[config.mk]
export PLATFORM = sky130hd
export DESIGN_NAME = sdram_cmd_seq
export DESIGN_NICKNAME = d
export VERILOG_FILES = /design/src/rtl/sdram_seq_pkg.sv /design/src/rtl/sdram_seq_delay.sv /design/src/rtl/sdram_refresh_tick.sv /design/src/rtl/sdram_cmd_seq.sv
export SDC_FILE = /design/constraint.sdc
export NUM_CORES = 1
export LEC_CHECK = 0
export ABC_AREA = 0
export CAP_MARGIN = 10
export CORE_UTILIZATION = 49
export DETAILED_ROUTE_END_ITERATION = 7
export PLACE_DENSITY = 0.81
export SKIP_LAST_GASP = 1
export SYNTH_ARGS = -nofsm -noshare
export SYNTH_HDL_FRONTEND = slang
export SYNTH_SLANG_ARGS = --single-unit
export TNS_END_PERCENT = 10
[constraint.sdc]
create_clock -name clk -period 3.5 [get_ports clk]
set_input_delay 0.7 -clock clk [delete_from_list [all_inputs] [get_ports clk]]
set_output_delay 0.7 -clock clk [all_outputs]
set_load 0.005 [all_outputs]
[src/rtl/sdram_seq_pkg.sv]
package sdram_seq_pkg;

    typedef enum logic [3:0] {
        ST_POWERUP,
        ST_PRECHARGE_ALL,
        ST_INIT_REFRESH,
        ST_LOAD_MODE,
        ST_IDLE,
        ST_AUTO_REFRESH,
        ST_ACTIVATE,
        ST_ACCESS,
        ST_WAIT
    } seq_state_t;

    typedef struct packed {
        logic cs_n;
        logic ras_n;
        logic cas_n;
        logic we_n;
    } pin_cmd_t;

    localparam pin_cmd_t CMD_INHIBIT = pin_cmd_t'(4'b1111);
    localparam pin_cmd_t CMD_NOP     = pin_cmd_t'(4'b0111);
    localparam pin_cmd_t CMD_ACTIVE  = pin_cmd_t'(4'b0011);
    localparam pin_cmd_t CMD_READ    = pin_cmd_t'(4'b0101);
    localparam pin_cmd_t CMD_WRITE   = pin_cmd_t'(4'b0100);
    localparam pin_cmd_t CMD_PRECHG  = pin_cmd_t'(4'b0010);
    localparam pin_cmd_t CMD_REFRESH = pin_cmd_t'(4'b0001);
    localparam pin_cmd_t CMD_LOADMR  = pin_cmd_t'(4'b0000);

endpackage

[src/rtl/sdram_seq_delay.sv]
module sdram_seq_delay #(
    parameter int CW    = 16,
    parameter int START = 100
) (
    input  logic          clk,
    input  logic          rst_n,
    input  logic          load,
    input  logic [CW-1:0] load_val,
    output logic          done
);
    logic [CW-1:0] cnt;

    always_ff @(posedge clk) begin
        if (!rst_n)          cnt <= CW'(START);
        else if (load)       cnt <= load_val;
        else if (cnt != '0)  cnt <= cnt - 1'b1;
    end

    assign done = (cnt <= CW'(1));
endmodule

[src/rtl/sdram_refresh_tick.sv]
module sdram_refresh_tick #(
    parameter int INTERVAL = 975
) (
    input  logic clk,
    input  logic rst_n,
    input  logic served,
    output logic pending
);
    localparam int CW = $clog2(INTERVAL + 1);

    logic [CW-1:0] cnt;
    logic          tick;

    assign tick = (cnt == '0);

    always_ff @(posedge clk) begin
        if (!rst_n) begin
            cnt     <= CW'(INTERVAL - 1);
            pending <= 1'b0;
        end else begin
            cnt <= tick ? CW'(INTERVAL - 1) : cnt - 1'b1;
            if (tick)        pending <= 1'b1;
            else if (served) pending <= 1'b0;
        end
    end
endmodule

[src/rtl/sdram_cmd_seq.sv]
module sdram_cmd_seq
    import sdram_seq_pkg::*;
#(
    parameter int BANK_W         = 2,
    parameter int ROW_W          = 13,
    parameter int COL_W          = 10,
    parameter int T_POWERUP      = 12500,
    parameter int T_RP           = 3,
    parameter int T_RFC          = 9,
    parameter int T_MRD          = 2,
    parameter int T_RCD          = 3,
    parameter int T_RC           = 9,
    parameter int T_WR           = 2,
    parameter int CAS_LAT        = 2,
    parameter int REFI           = 975,
    parameter int INIT_REFRESHES = 2
) (
    input  logic              clk,
    input  logic              rst_n,
    input  logic              req_valid,
    input  logic              req_write,
    input  logic [BANK_W-1:0] req_bank,
    input  logic [ROW_W-1:0]  req_row,
    input  logic [COL_W-1:0]  req_col,
    output logic              req_ack,
    output logic              init_done,
    output logic              sd_cs_n,
    output logic              sd_ras_n,
    output logic              sd_cas_n,
    output logic              sd_we_n,
    output logic [BANK_W-1:0] sd_ba,
    output logic [ROW_W-1:0]  sd_addr
);
    localparam int ADDR_W   = ROW_W;
    localparam int RD_END   = (T_RC - T_RCD > CAS_LAT + T_RP) ? T_RC - T_RCD : CAS_LAT + T_RP;
    localparam int WR_END   = (T_RC - T_RCD > T_WR + T_RP) ? T_RC - T_RCD : T_WR + T_RP;
    localparam int TW       = $clog2(T_POWERUP + T_RC + T_RFC + 4);
    localparam int RW       = $clog2(INIT_REFRESHES + 1);
    localparam logic [11:0] MODE_WORD = 12'(CAS_LAT << 4);

    seq_state_t state, state_n, resume, resume_n;
    pin_cmd_t   cmd;

    logic              tmr_load, tmr_done;
    logic [TW-1:0]     tmr_val;
    logic              ref_pending, ref_served;
    logic [RW-1:0]     init_left;
    logic              done_q;
    logic              lat_wr;
    logic [BANK_W-1:0] lat_bank;
    logic [ROW_W-1:0]  lat_row;
    logic [COL_W-1:0]  lat_col;

    sdram_seq_delay #(.CW(TW), .START(T_POWERUP + 1)) u_delay (
        .clk(clk), .rst_n(rst_n), .load(tmr_load), .load_val(tmr_val), .done(tmr_done)
    );

    sdram_refresh_tick #(.INTERVAL(REFI)) u_refresh (
        .clk(clk), .rst_n(rst_n), .served(ref_served), .pending(ref_pending)
    );

    assign ref_served = (state == ST_AUTO_REFRESH);

    // Next-state: every command state issues for one clock, then counts its delay in ST_WAIT.
    always_comb begin
        state_n  = state;
        resume_n = resume;
        tmr_load = 1'b0;
        tmr_val  = '0;
        unique case (state)
            ST_POWERUP:       if (tmr_done) state_n = ST_PRECHARGE_ALL;
            ST_PRECHARGE_ALL: begin
                state_n = ST_WAIT; resume_n = ST_INIT_REFRESH;
                tmr_load = 1'b1; tmr_val = TW'(T_RP - 1);
            end
            ST_INIT_REFRESH:  begin
                state_n  = ST_WAIT;
                resume_n = (init_left == RW'(1)) ? ST_LOAD_MODE : ST_INIT_REFRESH;
                tmr_load = 1'b1; tmr_val = TW'(T_RFC - 1);
            end
            ST_LOAD_MODE:     begin
                state_n = ST_WAIT; resume_n = ST_IDLE;
                tmr_load = 1'b1; tmr_val = TW'(T_MRD - 1);
            end
            ST_IDLE:          begin
                if (ref_pending)    state_n = ST_AUTO_REFRESH;
                else if (req_valid) state_n = ST_ACTIVATE;
            end
            ST_AUTO_REFRESH:  begin
                state_n = ST_WAIT; resume_n = ST_IDLE;
                tmr_load = 1'b1; tmr_val = TW'(T_RFC - 1);
            end
            ST_ACTIVATE:      begin
                state_n = ST_WAIT; resume_n = ST_ACCESS;
                tmr_load = 1'b1; tmr_val = TW'(T_RCD - 1);
            end
            ST_ACCESS:        begin
                state_n = ST_WAIT; resume_n = ST_IDLE;
                tmr_load = 1'b1; tmr_val = lat_wr ? TW'(WR_END - 1) : TW'(RD_END - 1);
            end
            ST_WAIT:          if (tmr_done) state_n = resume;
            default:          state_n = ST_POWERUP;
        endcase
    end

    always_ff @(posedge clk) begin
        if (!rst_n) begin
            state     <= ST_POWERUP;
            resume    <= ST_IDLE;
            init_left <= RW'(INIT_REFRESHES);
            done_q    <= 1'b0;
            lat_wr    <= 1'b0;
            lat_bank  <= '0;
            lat_row   <= '0;
            lat_col   <= '0;
        end else begin
            state  <= state_n;
            resume <= resume_n;
            if (state == ST_INIT_REFRESH) init_left <= init_left - 1'b1;
            if (state == ST_LOAD_MODE)    done_q    <= 1'b1;
            if (state == ST_IDLE && !ref_pending && req_valid) begin
                lat_wr   <= req_write;
                lat_bank <= req_bank;
                lat_row  <= req_row;
                lat_col  <= req_col;
            end
        end
    end

    // Pin outputs decoded from the current state.
    always_comb begin
        cmd     = CMD_NOP;
        sd_ba   = '0;
        sd_addr = '0;
        req_ack = 1'b0;
        unique case (state)
            ST_POWERUP:       cmd = CMD_INHIBIT;
            ST_PRECHARGE_ALL: begin cmd = CMD_PRECHG; sd_addr[10] = 1'b1; end
            ST_INIT_REFRESH,
            ST_AUTO_REFRESH:  cmd = CMD_REFRESH;
            ST_LOAD_MODE:     begin cmd = CMD_LOADMR; sd_addr = ADDR_W'(MODE_WORD); end
            ST_ACTIVATE:      begin cmd = CMD_ACTIVE; sd_ba = lat_bank; sd_addr = lat_row; end
            ST_ACCESS:        begin
                cmd         = lat_wr ? CMD_WRITE : CMD_READ;
                sd_ba       = lat_bank;
                sd_addr     = ADDR_W'(lat_col);
                sd_addr[10] = 1'b1;
                req_ack     = 1'b1;
            end
            default:          cmd = CMD_NOP;
        endcase
    end

    assign {sd_cs_n, sd_ras_n, sd_cas_n, sd_we_n} = cmd;
    assign init_done = done_q;

    // Spacing monitors for the embedded properties.
    logic [15:0] since_act, since_ref;
    logic        seen_act, seen_ref;
    logic        is_col, is_cmd;

    assign is_col = (cmd == CMD_READ) || (cmd == CMD_WRITE);
    assign is_cmd = !cmd.cs_n && (cmd != CMD_NOP);

    always_ff @(posedge clk) begin
        if (!rst_n) begin
            since_act <= '0; since_ref <= '0;
            seen_act  <= 1'b0; seen_ref <= 1'b0;
        end else begin
            since_act <= (cmd == CMD_ACTIVE) ? 16'd1 : (since_act == 16'hFFFF ? since_act : since_act + 1'b1);
            since_ref <= (cmd == CMD_REFRESH) ? 16'd1 : (since_ref == 16'hFFFF ? since_ref : since_ref + 1'b1);
            if (cmd == CMD_ACTIVE)  seen_act <= 1'b1;
            if (cmd == CMD_REFRESH) seen_ref <= 1'b1;
        end
    end

    AST_RCD_MET:   assert property (@(posedge clk) disable iff (!rst_n)
                       is_col |-> (seen_act && since_act >= 16'(T_RCD)));
    AST_RC_MET:    assert property (@(posedge clk) disable iff (!rst_n)
                       (cmd == CMD_ACTIVE && seen_act) |-> since_act >= 16'(T_RC));
    AST_AUTOPRE:   assert property (@(posedge clk) disable iff (!rst_n)
                       is_col |-> sd_addr[10]);
    AST_RFC_MET:   assert property (@(posedge clk) disable iff (!rst_n)
                       (is_cmd && seen_ref && cmd != CMD_REFRESH) |-> since_ref >= 16'(T_RFC));
    AST_ACK_PULSE: assert property (@(posedge clk) disable iff (!rst_n)
                       req_ack |=> !req_ack);
endmodule

# Word level (Yosys, flattened, before mapping)
# Index checks and enable logic that the tools add are counted.
[word_totals]
ff_bits = 62
inputBits = 29
output_inout_bits = 21
elab_cells = 65
[classes]
n_reduce_logical = 17
n_eq_ne = 12
bitwise = 1
magnitude_cmp = 1
n_addsub = 3
muxes = 20
[ops]
columns = ["cell", "n"]
rows = [
  ["4-bit one-hot mux with 4 select lines", 3],
  ["10-bit one-hot mux with 3 select lines", 1],
  ["14-bit two-way mux", 2],
  ["4-bit one-hot mux with 6 select lines", 1],
  ["4-bit by 3-bit == test with 1-bit output, second input constant", 4],
  ["4-bit two-way mux", 4],
  ["14-bit by 1-bit less-or-equal comparator with 1-bit output, second input constant", 1],
  ["14-bit nonzero test", 1],
  ["14-bit by 1-bit subtractor with 14-bit output, second input constant", 1],
  ["10-bit zero test", 1],
  ["2-bit OR reduction", 5],
  ["10-bit by 1-bit subtractor with 10-bit output, second input constant", 1],
  ["4-bit by 2-bit == test with 1-bit output, second input constant", 2],
  ["1-bit two-way mux", 6],
  ["6-bit OR reduction", 1],
  ["4-bit by 1-bit == test with 1-bit output, second input constant", 1],
  ["4-bit == test, second input constant", 1],
  ["4-bit zero test", 1],
  ["2-bit two-way mux", 2],
  ["2-bit inequality test, second input constant", 2],
  ["2-bit nonzero test", 2],
  ["4-bit nonzero test", 1],
  ["3-bit by 2-bit inequality test with 1-bit output, second input constant", 1],
  ["3-bit AND reduction", 1],
  ["other kinds (7)", 8],
]

# Depth between registers and ports, before layout
# Gate-level depths: netlist of the first run.
[logic_depth]
ltp_word = 4
mapped_depth = 7
depth_no_buf = 6

# Cells and area by module
# Synthesis of the first run repeated with hierarchy kept, for this count alone.
[unflattened]
cells_unflattened = 366
area_unflattened_um2 = 3154.3
[modules_own_cells]
columns = ["module", "area_per_inst_um2", "cells_each", "seq_area_each_um2", "n_inst"]
rows = [
  ["sdram_cmd_seq", 1781.7, 209, 720.7, 1],
  ["sdram_seq_delay", 867.1, 100, 280.3, 1],
  ["sdram_refresh_tick", 505.5, 57, 220.2, 1],
]

# Worst setup path after synthesis of the first run
# No wires, ideal clock.
[synth_path]
kind = "register -> register"
start = "register u_delay.cnt[0]"
end = "register u_delay.cnt[10]"
period_less_slack_ps = 1984
stages_incl_launch_ff = 8
arrival_time_ps = 1868
n_path_buf = 1
setup_ps = 116
required_ps = 3384
setup_slack_ps = 1516
path_cell_list = "dfxtp_1 -> inv_1 -> ha_1 -> or3b_2 -> clkbuf_1 -> a2111oi_0 -> xnor2_1 -> nor2_1"
[synth_via]
elab_chain_cells = 3
word_cells_on_any_way = 5
classes_between = "add/sub (1); mux (2); reduce/logical (2)"
[synth_rtl]
columns = ["item", "line_no", "text"]
rows = [
  ["start, declared", "sdram_seq_delay.sv:11", "logic [CW-1:0] cnt;"],
  ["start signal, assigned", "sdram_seq_delay.sv:14", "if (!rst_n) cnt <= CW'(START);"],
  ["start signal, assigned", "sdram_seq_delay.sv:15", "else if (load) cnt <= load_val;"],
  ["start signal, assigned", "sdram_seq_delay.sv:16", "else if (cnt != '0) cnt <= cnt - 1'b1;"],
  ["14-bit by 1-bit subtractor with 14-bit output", "sdram_seq_delay.sv:16", ""],
  ["14-bit two-way mux", "sdram_seq_delay.sv:16", ""],
  ["14-bit two-way mux", "sdram_seq_delay.sv:15", ""],
]
# Parallel ways exist; a longest one is shown, timed or not. The select of a mux whose other input is x is not followed.
# A chain may end at the register's enable or synchronous reset.

# Worst setup path after layout of the first run
[layout_path]
start = "register state[1]"
end = "output sd_addr[8]"
[layout_via]
elab_chain_cells = 2
word_cells_on_any_way = 4
classes_between = "eq/ne (3); mux (1)"
[layout_rtl]
columns = ["item", "line_no", "text"]
rows = [
  ["start, declared", "sdram_cmd_seq.sv:41", "seq_state_t state, state_n, resume, resume_n;"],
  ["start signal, assigned", "sdram_cmd_seq.sv:117", "state <= state_n;"],
  ["4-bit by 3-bit == test with 1-bit output / 4-bit by 2-bit == test with 1-bit output (equally long branches)", "sdram_cmd_seq.sv:136", "unique case (state)"],
  ["10-bit one-hot mux with 3 select lines (*)", "sdram_cmd_seq.sv:136", ""],
  ["end, declared", "sdram_cmd_seq.sv:32", "output logic [ROW_W-1:0] sd_addr"],
]
# Mark *: on every way between the ends. The rest lies on a longest branch, timed or not.

==> results of run 1 <==
## sequential cells by signal (all words and copies together) (netlist names)
register,count
u_delay.cnt,14
init_done,1
lat_bank,2
lat_col,10
lat_wr,1
u_refresh.pending,1
init_left,2
resume,3
u_refresh.cnt,10
state,4
lat_row,13
## cell families (layout without fill, tap and decap cells)
kind of cell | count (synthesis) | after routing | synth area share
AO/OA/AOI/OAI | 86 | 86 | 0.191
XOR/XNOR | 13 | 13 | 0.0400
adder cells (fa/ha/maj) | 4 | 4 | 0.0176
buffers and inverters | 31 | 77 | 0.0413
flip-flops | 61 | 61 | 0.429
multiplexers | 1 | 1 | 0.00352
AND/OR/NAND/NOR | 161 | 161 | 0.277
## worst min-delay path by stage
stage | slack (ns) | to | depth (start not counted) | startpoint
2_1_floorplan | 0.42 | u_refresh.cnt[0] | 1 | u_refresh.cnt[0]
3_3_place_gp | 0.44 | u_refresh.cnt[0] | 1 | u_refresh.cnt[0]
3_5_place_dp | 0.44 | u_refresh.cnt[0] | 1 | u_refresh.cnt[0]
4_1_cts | 0.46 | lat_bank[0] | 2 | lat_bank[0]
5_1_grt | 0.47 | lat_bank[0] | 2 | lat_bank[0]
6_report | 0.45 | lat_row[11] | 2 | lat_row[11]
## layer usage
metal,part of all wire,global-route usage,wire length [µm],up-vias
met5,0,0,0,-
met4,0.013,0.102,87,0
met3,0.035,0.0570,226,11
met2,0.50,0.394,3250,42
met1,0.46,0.271,2980,1278
li1,-,-,-,1331
## report_power, final
group          switching, mW  internal (mW)  total, mW
clock network          0.274          0.331      0.605
registers             0.0120          0.706      0.718
logic                 0.0342         0.0472     0.0815
## layout make-up
type                    count  area (µm²)  share of cell area
clock inverters             5        60.1              0.0169
inverters                   8        30.0             0.00844
flip-flops and latches     61        1220               0.343
multi-input cells         265        1510               0.423
repair buffers             53         520               0.146
clock buffers              11         131              0.0369
well taps                  72        90.1              0.0253
## through the flow
step	cell area, µm²	power (mW)	hold slack [ns]
after CTS	3560	1.42	0.457
after global placement	3370	0.811	0.436
after global routing	3560	1.46	0.470
after detailed placement	3370	0.815	0.444
after floorplan	2850	0.770	0.423
final	3560	1.40	0.455
## critical path: stages, from the launching register on
cell,delay [ns]
dfxtp_1,0.65
nand2_1,0.22
nor3_1,0.18
buf_4,0.21
a22o_1,0.14
clkdlybuf4s50_1,0.49
## cell usage after synthesis, drive strengths merged, types with 2 or more instances
master	instances
a2111oi	3
a21boi	2
a21o	2
a21oi	41
a22o	10
a31oi	2
and2	4
and3	3
clkbuf	22
dfxtp	61
ha	4
inv	8
nand2	73
nand2b	4
nand3	5
nor2	26
nor2b	3
nor3	12
nor3b	2
nor4	7
o211ai	3
o21ai	10
o21bai	2
o311ai	2
o31ai	4
or2	2
or3	8
or4	6
or4b	2
xnor2	12
## layout by cell type (no fill, tap or decap), drive strengths merged, types with 2 or more instances in the layout
cell type,Yosys,routed
nand2b,4,4
nand3,5,5
nor4,7,7
o311ai,2,2
nor2b,3,3
clkdlybuf4s50,0,49
xnor2,12,12
nor3,12,12
clkinv,0,2
o211ai,3,3
and2,4,4
o31ai,4,4
a2111oi,3,3
clkbuf,22,11
inv,8,9
and3,3,3
o21bai,2,2
buf,1,4
o21ai,10,10
nor3b,2,2
a21boi,2,2
a21o,2,2
or3,8,8
nand2,73,73
nor2,26,26
or4,6,6
or2,2,2
a22o,10,10
ha,4,4
dfxtp,61,61
or4b,2,2
a31oi,2,2
a21oi,41,41
==> flow_metrics.tcl, run 1 <==
set metrics [dict create \
    synth_seq_area_share 0.429 \
    synthCells 357 \
    postCtsSetupBuffers 0 \
    setup_violations 0 \
    reg2reg_slack_ns 1.25 \
    rows 27 \
    grt_use_total 0.230 \
    antenna_found_initial 0 \
    fin_crit_ns 2.94 \
    relSlewSlack 0.378 \
    worst-r2r-cell-count 6 \
    gp_congestion 0.887 \
    netlist_area_um2 2850 \
    dr.first_iter.drc_count 112 \
    die_height_um 78.2 \
    synth_area_leaders "dfxtp_1 43%, nand2_1 9.6%, a21oi_1 7.2%" \
    drcViolationCount 0 \
    yosys.area.top_type "dfxtp_1" \
    yosys_warnings 0 \
    synth_ff_type "dfxtp_1" \
    max_freq_mhz 340 \
    synth-async-reset-ratio 0 \
    synth_edf_count 0 \
    drv_slew 0 \
    cts_hold_buf 0 \
    cts_resized 0 \
    numCtsBuffers 9 \
    dieArea_um2 6120 \
    cp.arrival_ns 2.24 \
    syn_area_per_cell_um2 7.97 \
    layoutNonFillerInstCount 475 \
    vias 2662 \
    core_um2 5540 \
    grt_pass1_vias 2513 \
    port_buffers 49 \
    crit_type "register to output port" \
    hp-class "register to register" \
    crit_required_ns 2.80 \
    synth_nets 390 \
    power_density_nw_per_um2 395 \
    grt_max_degree 38 \
    fin_nets 431 \
    crit_fanout 17 \
    finClkSkew_ns 0.00849 \
    peakVddDrop_mv 0.268 \
    grt_pass1_wl_um 11100 \
    tritoncts "built" \
    tns_ns 0 \
    hold_violations 0 \
    drt_wl_total_um 6540 \
    area_growth_pct 25.1 \
    hpwl_um 4530 \
    clockBufferDepth 2 \
    p_leak_nw 1.21 \
    die_width_um 78.2 \
    wire_per_inst_um 13.8 \
    synth_seq_cells 61 \
    start_util 0.514 \
    grt_setup_unrepaired "false" \
    cts_sinks 61 \
    clockRootBuffer "clkbuf_8" \
    nFillCells 499 \
    ant_nets 0 \
    drive_gt1_frac 0.0744 \
    post-place-ws_ns 0.942 \
    first_pass_iters 4 \
    worst_pin_slew_ns 0.932 \
    grt_overflow 0 \
    endpoint "sd_addr[8]" \
    status "complete, no violations" \
    place_inst 459 \
    netlist.area_leader.share 0.429 \
    utilization 0.643 \
    ios 50 \
    clk_latency_ns 0.35 \
    setup_slack_ns 0.561 \
    antenna_cells 0 \
    clk_pin_slew_ns 0.07 \
    h-tree-depth 3 \
    reg2reg_from "u_delay.cnt[0]" \
    crit_start "state[1]" \
    worst_setup_path_start_kind "register" \
    finalCritPeriodShare 0.840 \
    yosysUniqueCellTypes 49 \
    r2r-end "u_delay.cnt[0]" \
    maxCapViolations 0 \
    viasPerCell 5.60 \
    end_kind "output port" \
]
Note: power is estimated with default switching activity, not from simulation.
==> run 2, diff against run 1 <==
clock period = 2.9 ns   (was 3.5 ns; I/O delays follow)
==> flow_metrics.tcl, run 2 (synthesized netlist as in run 1, its figures left out) <==
set metrics [dict create \
    status "complete, no violations" \
    hpwl_um 4510 \
    die_width_um 78.2 \
    die_height_um 78.2 \
    grt_pass1_vias 2460 \
    grt_use_total 0.229 \
    finalPower_mw 1.65 \
    peakVddDrop_mv 0.315 \
    worst_pin_slew_ns 0.650 \
    place_inst 464 \
    drcViolationCount 0 \
    first_pass_iters 5 \
    wire_per_inst_um 13.7 \
    finalInstanceArea_um2 3590 \
    hp-class "register to register" \
    clk_pin_slew_ns 0.07 \
    largest_register_ffs 14 \
    antenna_found_initial 0 \
    relSlewSlack 0.566 \
    ios 50 \
    crit_required_ns 2.32 \
    cts_resized 0 \
    viasPerCell 5.52 \
    drv_slew 0 \
    place_area_um2 3410 \
    reg_top3 "u_delay.cnt x14, lat_row x13" \
    finClkSkew_ns 0.00680 \
    tritoncts "built" \
    grt_setup_unrepaired "false" \
    clockBufferDepth 2 \
    grt_use_met3 0.0360 \
    cts_sinks 61 \
    fin_crit_ns 2.58 \
    layout_commonest_cell "nand2_1" \
    ant_nets 0 \
    clk_latency_ns 0.33 \
    grt_overflow 0 \
    setup_violations 0 \
    h-tree-depth 3 \
    numCtsBuffers 9 \
    vias 2649 \
    fin_nets 436 \
    cp.arrival_ns 2.00 \
    core_um2 5540 \
    grt_pass1_wl_um 11200 \
    drive_gt1_frac 0.0907 \
    postCtsSetupBuffers 0 \
    grt_max_degree 38 \
    utilization 0.648 \
    area_growth_pct 26.2 \
    crit_type "register to output port" \
    power_density_nw_per_um2 459 \
    hold_violations 0 \
    use_met1 0.295 \
    layout_common_cells "73 x nand2_1, 61 x dfxtp_1, 49 x clkdlybuf4s50_1, 41 x a21oi_1, 26 x nor2_1" \
    drt_wl_total_um 6560 \
    top_register "u_delay.cnt" \
    cts_hold_buf 0 \
    gp_congestion 0.825 \
    antenna_cells 0 \
    finalCritPeriodShare 0.891 \
    port_buffers 49 \
    use_met2 0.387 \
    maxCapViolations 0 \
    clockRootBuffer "clkbuf_8" \
    tns_ns 0 \
    crit_fanout 11 \
    rows 27 \
    dr.first_iter.drc_count 126 \
    start_util 0.514 \
    end_kind "output port" \
    gr-max-usage-layer "met2" \
    worst_setup_path_start_kind "register" \
    max_freq_mhz 387 \
    p_leak_nw 1.23 \
    layoutNonFillerInstCount 480 \
    dieArea_um2 6120 \
]
## run 2: cell types whose count changed in the layout (fill, tap and decap cells not counted), sizes merged
cell      delta
clkinvlp     +1
bufinv       -1
clkbuf       -1
buf          +5
inv          +1
## run 2: routing by layer
layer	vias to the layer above	wire length, µm
li1	1346	-
met1	1241	3050
met2	54	3220
met3	8	221
met4	0	76
met5	-	0
## run 2: worst paths after layout
check | start | endpoint | slack (ns) | depth (start not counted)
max | state[0] | sd_addr[3] | 0.32 | 5
min | lat_row[6] | lat_row[6] | 0.46 | 2
max reg2reg | u_delay.cnt[1] | u_delay.cnt[0] | 0.74 | 6
min reg2reg | lat_row[6] | lat_row[6] | 0.46 | 2
## run 2: critical path, cell delays in order (launching register included)
cell             delay [ns]
dfxtp_1                0.51
nand2b_1               0.14
nor2_1                 0.14
buf_4                  0.20
a22o_1                 0.16
clkdlybuf4s50_1        0.51
## run 2: where the power goes
| part | internal [mW] | switching (mW) | total, mW |
|---|---|---|---|
| clock network | 0.339 | 0.348 | 0.687 |
| logic | 0.0569 | 0.0394 | 0.0964 |
| registers | 0.851 | 0.0149 | 0.866 |
## run 2: area by class of cell
type                       instances  area, µm²
timing repair buffer              58        558
sequential                        61       1220
multi-input combinational        265       1510
clock buffer                      10        138
inverter                           8       30.0
tap                               72       90.1
fill                             476       1950
clock inverter                     6       46.3
## run 2: stage by stage
step / hold slack (ns) / setup WS, ns
after floorplan: 0.423 / 0.916
after global placement: 0.441 / 0.744
after detailed placement: 0.447 / 0.681
after CTS: 0.458 / 0.302
after global routing: 0.484 / 0.151
final: 0.457 / 0.316
==> run 3, diff against run 2 <==
SKIP_LAST_GASP = default   (was 1)
==> results of run 3 <==
No change in the layout: final DEF, timing and power equal those of run 2.
